[src/rtl/dbell_pkg.sv]
// Package: shared constants for the doorbell mailbox.
// Assumes a 32-bit data path in which bit 31 is the non-secure access flag.
package dbell_pkg;
    localparam int DATA_W    = 32;
    localparam int NUM_CH    = 2;
    localparam int FLAG_BIT  = DATA_W - 1;
    localparam int CH_STRIDE = 'h100;
    localparam int CH_BASE0  = 'h200;
    localparam int OFF_STAT  = 'h00;
    localparam int OFF_SET   = 'h08;
    localparam int OFF_CLR   = 'h10;
    localparam logic [DATA_W-1:0] SLOT_MASK = {1'b0, {(DATA_W-1){1'b1}}};
    localparam logic [DATA_W-1:0] FLAG_MASK = {1'b1, {(DATA_W-1){1'b0}}};

    // Base byte address of channel ch.
    function automatic int ch_base(input int ch);
        return CH_BASE0 + ch * CH_STRIDE;
    endfunction
endpackage

[src/rtl/dbell_decode.sv]
// Module: dbell_decode
// Decodes one channel's three register addresses from the bus.
// Assumes single-cycle accesses. Set and clear strobes are secure-only.
// A non-secure write to any of the three addresses yields ns_wr.
module dbell_decode #(
    parameter int ADDR_W = 12,
    parameter int BASE   = 'h200
) (
    input  logic [ADDR_W-1:0] addr,
    input  logic              we,
    input  logic              secure,
    output logic              stat_rd,
    output logic              set_wr,
    output logic              clr_wr,
    output logic              ns_wr
);
    import dbell_pkg::*;

    localparam logic [ADDR_W-1:0] A_STAT = ADDR_W'(BASE + OFF_STAT);
    localparam logic [ADDR_W-1:0] A_SET  = ADDR_W'(BASE + OFF_SET);
    localparam logic [ADDR_W-1:0] A_CLR  = ADDR_W'(BASE + OFF_CLR);

    logic hit_stat, hit_set, hit_clr;

    // Compare the address against the channel's three registers.
    always_comb begin
        hit_stat = (addr == A_STAT);
        hit_set  = (addr == A_SET);
        hit_clr  = (addr == A_CLR);
    end

    // Form strobes qualified by direction and security attribute.
    always_comb begin
        stat_rd = hit_stat && secure;
        set_wr  = hit_set && we && secure;
        clr_wr  = hit_clr && we && secure;
        ns_wr   = (hit_stat || hit_set || hit_clr) && we && !secure;
    end
endmodule

[src/rtl/dbell_channel.sv]
// Module: dbell_channel
// Holds one channel's status word and drives its level interrupt.
// Assumes the strobes come from dbell_decode: set_wr and clr_wr are
// secure-only, and ns_wr marks a non-secure write to this channel.
module dbell_channel (
    input  logic                        clk,
    input  logic                        rst_n,
    input  logic                        set_wr,
    input  logic                        clr_wr,
    input  logic                        ns_wr,
    input  logic [dbell_pkg::DATA_W-1:0] wdata,
    output logic [dbell_pkg::DATA_W-1:0] status,
    output logic                        irq
);
    import dbell_pkg::*;

    logic [DATA_W-1:0] set_vec, clr_vec, flag_vec, status_nxt;

    // Build per-source bit vectors; the set path never touches bit 31.
    always_comb begin
        set_vec  = set_wr ? (wdata & SLOT_MASK) : '0;
        clr_vec  = clr_wr ? wdata : '0;
        flag_vec = ns_wr ? FLAG_MASK : '0;
    end

    // Clear first, then OR in sets and the flag, so a set beats a clear.
    always_comb status_nxt = (status & ~clr_vec) | set_vec | flag_vec;

    // Status register with synchronous active-low reset.
    always_ff @(posedge clk) begin
        if (!rst_n) status <= '0;
        else        status <= status_nxt;
    end

    // Level interrupt while any bit is pending.
    always_ff @(posedge clk) begin
        if (!rst_n) irq <= 1'b0;
        else        irq <= |status_nxt;
    end

    // status is zero on the first cycle after reset.
    assert_reset_clear_R4: assert property (@(posedge clk) disable iff (!rst_n)
        $past(!rst_n) |-> (status == '0 && !irq));

    // every slot named in a secure set write is high next cycle.
    assert_set_raises_R2: assert property (@(posedge clk) disable iff (!rst_n)
        set_wr |=> ((status & $past(wdata & SLOT_MASK)) == $past(wdata & SLOT_MASK)));

    // every bit named in a secure clear write is low next cycle.
    assert_clear_lowers_R3: assert property (@(posedge clk) disable iff (!rst_n)
        (clr_wr && !set_wr && !ns_wr) |=> ((status & $past(wdata)) == '0));

    // a non-secure write keeps the slots and raises the flag.
    assert_ns_keeps_slots_R6: assert property (@(posedge clk) disable iff (!rst_n)
        (ns_wr && !set_wr && !clr_wr) |=>
            (status[FLAG_BIT] && status[FLAG_BIT-1:0] == $past(status[FLAG_BIT-1:0])));

    // the flag survives any cycle without a secure clear of bit 31.
    assert_flag_sticky_R7: assert property (@(posedge clk) disable iff (!rst_n)
        (status[FLAG_BIT] && !(clr_wr && wdata[FLAG_BIT])) |=> status[FLAG_BIT]);

    // the interrupt tracks any pending bit.
    assert_irq_level_R10: assert property (@(posedge clk) disable iff (!rst_n)
        irq == (status != '0));
endmodule

[src/rtl/dbell_mailbox.sv]
// Module: dbell_mailbox (top)
// Two-channel secure doorbell mailbox on a single-cycle register bus.
// Assumes one access per cycle and combinational read data.
// Non-secure reads return zero.
module dbell_mailbox #(
    parameter int ADDR_W = 12
) (
    input  logic                         clk,
    input  logic                         rst_n,
    input  logic [ADDR_W-1:0]            bus_addr,
    input  logic                         bus_we,
    input  logic [dbell_pkg::DATA_W-1:0] bus_wdata,
    input  logic                         bus_secure,
    output logic [dbell_pkg::DATA_W-1:0] bus_rdata,
    output logic                         irq_to_first,
    output logic                         irq_to_second
);
    import dbell_pkg::*;

    logic [NUM_CH-1:0]             stat_rd;
    logic [NUM_CH-1:0]             irq_v;
    logic [DATA_W-1:0]             status_v [NUM_CH];

    for (genvar ch = 0; ch < NUM_CH; ch++) begin : g_ch
        logic set_wr, clr_wr, ns_wr;

        dbell_decode #(
            .ADDR_W (ADDR_W),
            .BASE   (ch_base(ch))
        ) u_dec (
            .addr    (bus_addr),
            .we      (bus_we),
            .secure  (bus_secure),
            .stat_rd (stat_rd[ch]),
            .set_wr  (set_wr),
            .clr_wr  (clr_wr),
            .ns_wr   (ns_wr)
        );

        dbell_channel u_chan (
            .clk    (clk),
            .rst_n  (rst_n),
            .set_wr (set_wr),
            .clr_wr (clr_wr),
            .ns_wr  (ns_wr),
            .wdata  (bus_wdata),
            .status (status_v[ch]),
            .irq    (irq_v[ch])
        );
    end

    // Read mux: only a secure status address returns data.
    always_comb begin
        bus_rdata = '0;
        for (int ch = 0; ch < NUM_CH; ch++)
            if (stat_rd[ch]) bus_rdata = bus_rdata | status_v[ch];
    end

    // Map the channel interrupts onto named outputs.
    always_comb begin
        irq_to_first  = irq_v[0];
        irq_to_second = irq_v[1];
    end

    // a non-secure access never returns data.
    assert_ns_read_zero_R8: assert property (@(posedge clk) disable iff (!rst_n)
        !bus_secure |-> (bus_rdata == '0));
endmodule

[config.mk]
export PLATFORM = sky130hd
export DESIGN_NAME = dbell_mailbox
export DESIGN_NICKNAME = d
export VERILOG_FILES = /design/src/rtl/dbell_pkg.sv /design/src/rtl/dbell_decode.sv /design/src/rtl/dbell_channel.sv /design/src/rtl/dbell_mailbox.sv
export SDC_FILE = /design/constraint.sdc
export NUM_CORES = 1
export LEC_CHECK = 0
export BUFFER_PORTS_ARGS = -buffer_cell sky130_fd_sc_hd__buf_2
export CAP_MARGIN = 20
export CORE_MARGIN = 2
export CORE_UTILIZATION = 45
export DETAILED_ROUTE_END_ITERATION = 10
export PLACE_DENSITY_LB_ADDON = 0.25
export RECOVER_POWER = 25
export SETUP_SLACK_MARGIN = 0.2
export SLEW_MARGIN = 20
export SYNTH_ARGS = -nofsm -noshare
export SYNTH_HDL_FRONTEND = slang
export SYNTH_HIERARCHICAL = 1
export SYNTH_SLANG_ARGS = --single-unit
[constraint.sdc]
create_clock -name clk -period 3 [get_ports clk]
set_input_delay 0.3 -clock clk [delete_from_list [all_inputs] [get_ports clk]]
set_output_delay 0.3 -clock clk [all_outputs]
set_load 0.05 [all_outputs]
Word level (Yosys, flattened, before mapping)

Cells that the tools add are included.

Output and inout bits: 34
Flip-flop bits (word level): 66
Word-level logic and storage cells: 48

Multiplexer cells: 8
Reduce and logical (&&, ||, !) cells: 21
Bitwise logic cells: 9
Equality and inequality tests: 6

Operators with widths:

| cell                 | number |
|---|---|
| $mux 32              | 6 |
| $or 32x32->32        | 5 |
| $eq 12x10->1 const B | 6 |
| $and 32x32->32       | 2 |
| $not 32->32          | 2 |
| $reduce_or 32->1     | 2 |
| $mux 31              | 2 |
| $logic_and 1x1->1    | 14 |
| $logic_or 1x1->1     | 4 |
| $logic_not 1->1      | 1 |

Depth between registers and ports, before layout

Depth in word-level cells: 9
Gate-level depth with buffers: 8
Gate-level depth less buffers: 7

Modules after synthesis

The synthesis kept the hierarchy.

Modules (own cells, without submodules):

| module                        | area an instance (µm²) | instances | cells each |
|---|---|---|---|
| dbell_channel                 | 1665.3                 | 2         | 176 |
| dbell_mailbox                 | 350.3                  | 1         | 38 |
| dbell_decode at g_ch[1].u_dec | 127.6                  | 1         | 12 |
| dbell_decode at g_ch[0].u_dec | 108.9                  | 1         | 12 |

Worst setup path before layout

OpenSTA, ideal clock, no wires.

Path type: input-to-output
Start: input port bus_addr[5]
End: output port bus_rdata[10] in the netlist's numbering
Arrival time: 2.108 ns
Setup slack: 0.592 ns
Stages on the path: 4
Data required time: 2.700 ns
Cell sequence: or3_1 nor4_1 buf_6 a22o_1

Word-level cells in the longest chain between the ends: 5
Elaborated cells between the ends (all ways): 7
Those cells by class: eq/ne (2); mux (2); bitwise (1); reduce/logical (2)

Ends and longest elaborated chain:

| element             | line                | text |
|---|---|---|
| start, declared     | dbell_mailbox.sv:10 | `input logic [ADDR_W-1:0] bus_addr,` |
| $eq 12x10->1 *      | dbell_decode.sv:27  | `hit_stat = (addr == A_STAT);` |
| $logic_and 1x1->1 * | dbell_decode.sv:34  | `stat_rd = hit_stat && secure;` |
| via stat_rd[0]      | dbell_mailbox.sv:20 | `logic [NUM_CH-1:0] stat_rd;` |
| $mux 32 *           | dbell_mailbox.sv:56 | `if (stat_rd[ch]) bus_rdata = bus_rdata \| status_v[ch];` |
| $or 32x32->32       | dbell_mailbox.sv:56 |  |
| $mux 32 *           | dbell_mailbox.sv:56 |  |
| end, declared       | dbell_mailbox.sv:14 | `output logic [dbell_pkg::DATA_W-1:0] bus_rdata,` |

The timed path passes the listed nets; every way through them passes the cells marked *.

Worst setup path after layout

Start: input port bus_addr[11]
End: register g_ch[0].u_chan.irq

Word-level cells in the longest chain between the ends: 9
Elaborated cells between the ends (all ways): 19
Those cells by class: eq/ne (3); mux (3); bitwise (4); reduce/logical (9)

Ends and longest elaborated chain:

| element                        | line                | text |
|---|---|---|
| $eq 12x10->1                   | dbell_decode.sv:29  | `hit_clr = (addr == A_CLR);` |
| $logic_and 1x1->1 (2 in a row) | dbell_decode.sv:36  | `clr_wr = hit_clr && we && secure;` |
| via g_ch[0].clr_wr             | dbell_mailbox.sv:25 | `logic set_wr, clr_wr, ns_wr;` |
| $mux 32                        | dbell_channel.sv:22 | `clr_vec = clr_wr ? wdata : '0;` |
| $not 32->32                    | dbell_channel.sv:27 | `always_comb status_nxt = (status & ~clr_vec) \| set_vec \| flag_vec;` |
| $and 32x32->32                 | dbell_channel.sv:27 |  |
| $or 32x32->32 (2 in a row)     | dbell_channel.sv:27 |  |
| $reduce_or 32->1               | dbell_channel.sv:38 | `else irq <= \|status_nxt;` |
| end signal, assigned           | dbell_channel.sv:38 |  |
| end, declared                  | dbell_channel.sv:13 | `output logic irq` |

The timed path passes the listed nets, and every way through them passes these cells.
A chain may end at the register's enable or synchronous reset.

==> flow_summary.json <==
{
  "p_leak_uw": 0.00173,
  "setup_viol": 0,
  "slew_viol_final": 0,
  "htree_levels": 3,
  "crit_chain": "clkbuf_1, nor4b_2, nand2_1, nor4_1, buf_12, nand2_1, a221oi_1, o2111ai_1, o41a_1",
  "place.gp.congestion": 0.810,
  "core.rowCount": 34,
  "port_buffers": 81,
  "syn2layout_area_growth_pct": 16.0,
  "max_slew.worst_pin.slew_ps": 620,
  "synthesis.area_mm2": 0.00392,
  "path_common_cell": "nand2_1",
  "die-area_mm2": 0.00947,
  "layout.nets": 533,
  "min_path_type": "input pin to flip-flop",
  "ios": 82,
  "maxSlewHeadroom_pct": 58.8,
  "drv_cap": 0,
  "core_area_mm2": 0.00859,
  "clk_latency_ps": 350,
  "n_antenna_cell": 0,
  "gr-total-overflow": 0,
  "min_period_ps": 2640,
  "clock_path_buffers": 2,
  "powerDensity_mw_per_mm2": 362,
  "yosys_warnings": 6,
  "drive_above_1_share_pct": 23.1,
  "cts.sinks": 66,
  "final_area_mm2": 0.00454,
  "crit_path_end_kind": "flip-flop",
  "required_ps": 3230,
  "hp-start": "bus_wdata[28]",
  "max_freq_ghz": 0.378,
  "r2r_slack_ps": 1290,
  "start_util_pct": 45.6,
  "peakVddDrop_v": 0.000166,
  "die_x_um": 97.3,
  "dp_cells": 582,
  "grt_max_degree": 47,
  "dr.pass1.iters": 4,
  "hold_viol_final": 0,
  "path_class": "input pin to flip-flop",
  "syn-instance-count": 414,
  "cts_tree": "yes",
  "antenna_found_initial": 0,
  "numCtsBuffers": 9,
  "netlist-cell-type-count": 34,
  "hold_buffers": 0,
  "synth_area_per_cell_um2": 9.46,
  "ys_ff_latch": 66,
  "rr_startpoint": "g_ch[0].u_chan/status[2]",
  "cpPeakStageDelay_ps": 540,
  "die_y_um": 97.3,
  "crit_path_start": "bus_addr[11]",
  "outcome": "finished, final reports clean",
  "wl_mm": 10.5,
  "dr.first_iter.drc_count": 248,
  "place_ws_ps": 244,
  "grt_pass1_vias": 3492,
  "grt_pass1_wl_mm": 17.1,
  "arrival_ps": 2870,
  "dpl.hpwl_mm": 7.15,
  "worst-path-max-fanout": 32,
  "post_cts_buffers": 0,
  "cts_resized": 0,
  "vias_per_cell": 6.20,
  "fin_ws_ps": 357,
  "routedWlPerCell_um": 17.6,
  "crit_slowest_cell": "nor4_1",
  "skew_ps": 5.25,
  "fin_tns_setup_ps": 0,
  "drc": 0,
  "grt_setup_unrepaired": "no",
  "grt_use_total_pct": 22.0,
  "seq_area_frac_synth_pct": 33.7,
  "dr_total_vias": 3707,
  "dpl_cell_area_mm2": 0.00443,
  "syn_nets": 462,
  "hold_ws_ps": 309,
  "cp-start-kind": "input pin",
  "min_period_over_period_pct": 88.1,
  "clock_tree.root_cell": "clkbuf_8",
  "instances_no_fill": 598,
  "final_antenna_net_count": 0,
  "path_clk_slew_ps": 70
}
## flip-flops by register name, summed over array words and instances (netlist names)
register / cells
g_ch.u_chan/status: 64
g_ch.u_chan/irq: 2
## area by class of cell
cell class | count | area, um2
Tap cell | 108 | 135
Clock inverter | 3 | 15.0
Sequential cell | 66 | 1320
Fill cell | 832 | 4050
Clock buffer | 13 | 149
Multi-Input combinational cell | 320 | 2420
Timing Repair Buffer | 88 | 504
## final timing paths
| path | endpoint | depth (start not counted) |
|---|---|---|
| max | g_ch[0].u_chan/irq | 9 |
| min | g_ch[1].u_chan/status[28] | 3 |
| max reg2reg | g_ch[0].u_chan/irq | 4 |
| min reg2reg | g_ch[1].u_chan/status[9] | 2 |
## where the power goes
| group | leakage [uW] | switching [uW] | total, uW | internal (uW) |
|---|---|---|---|---|
| logic | 0.00111 | 69.0 | 114 | 44.7 |
| clock network | 0.0000872 | 338 | 657 | 319 |
| registers | 0.000531 | 0.0536 | 876 | 876 |
## kinds of logic (layout without fill, tap and decap cells)
family / count (synthesis) / in the layout / synth area share (%)
compound gates: 186 / 186 / 39.3
simple gates: 134 / 134 / 22.6
flops: 66 / 66 / 33.7
buf+inv: 28 / 104 / 4.34
## cells in the final DEF, fill, tap and decap left out, drive strengths merged, types with 3 or more instances in the layout
cell type	Yosys	final
and2	46	46
a22o	32	32
or4	22	22
o21a	46	46
nand2	21	21
buf	16	85
nor4	12	12
nor3	3	3
a21boi	46	46
nand2b	4	4
clkinv	0	3
nor2b	18	18
a221oi	8	8
clkbuf	12	16
o2111ai	8	8
a22oi	16	16
o31ai	22	22
a2111oi	4	4
dfxtp	66	66
## per-layer routing
metal | GRT usage (%) | up-vias | share of wire, %
met5 | 0 | - | 0
met4 | 8.01 | 0 | 1.6
met1 | 28.5 | 1804 | 45
met2 | 36.1 | 118 | 48
li1 | - | 1768 | -
met3 | 4.75 | 17 | 5.0
## through the flow
stage                     utilization (%)  power (uW)
final                                52.9        1650
after global routing                 52.9        1710
after CTS                            53.5        1660
after detailed placement             51.6        1010
after global placement               51.6        1010
after floorplan                         -         937
## synth_stat cells, drive strengths merged
master	count	share of area [%]
nand2b	4	0.64
nor4	12	2.2
clkbuf	12	1.1
a21oi	2	0.26
nor2	1	0.096
nand4b	2	0.45
o41a	2	0.57
a21boi	46	8.8
a22oi	16	3.1
nand3	1	0.45
a221oi	8	1.8
nor4b	2	0.99
nor3	3	0.38
nor2b	18	2.9
o2111ai	8	1.8
a2111oi	4	2.8
o21a	46	8.8
or4	22	4.2
dfxtp	66	34
or3	2	0.32
a22o	32	7.2
o31ai	22	4.2
nand2	21	2.6
and2	46	7.3
buf	16	3.2
## worst max-delay path: cells and delay by family
family | cells | cell delay, ps
AOI/OAI and AO/OA | 3 | 1090
buffers and inverters | 2 | 380
and+or+nand+nor | 4 | 1100
Note: power is estimated with default switching activity, not from simulation.
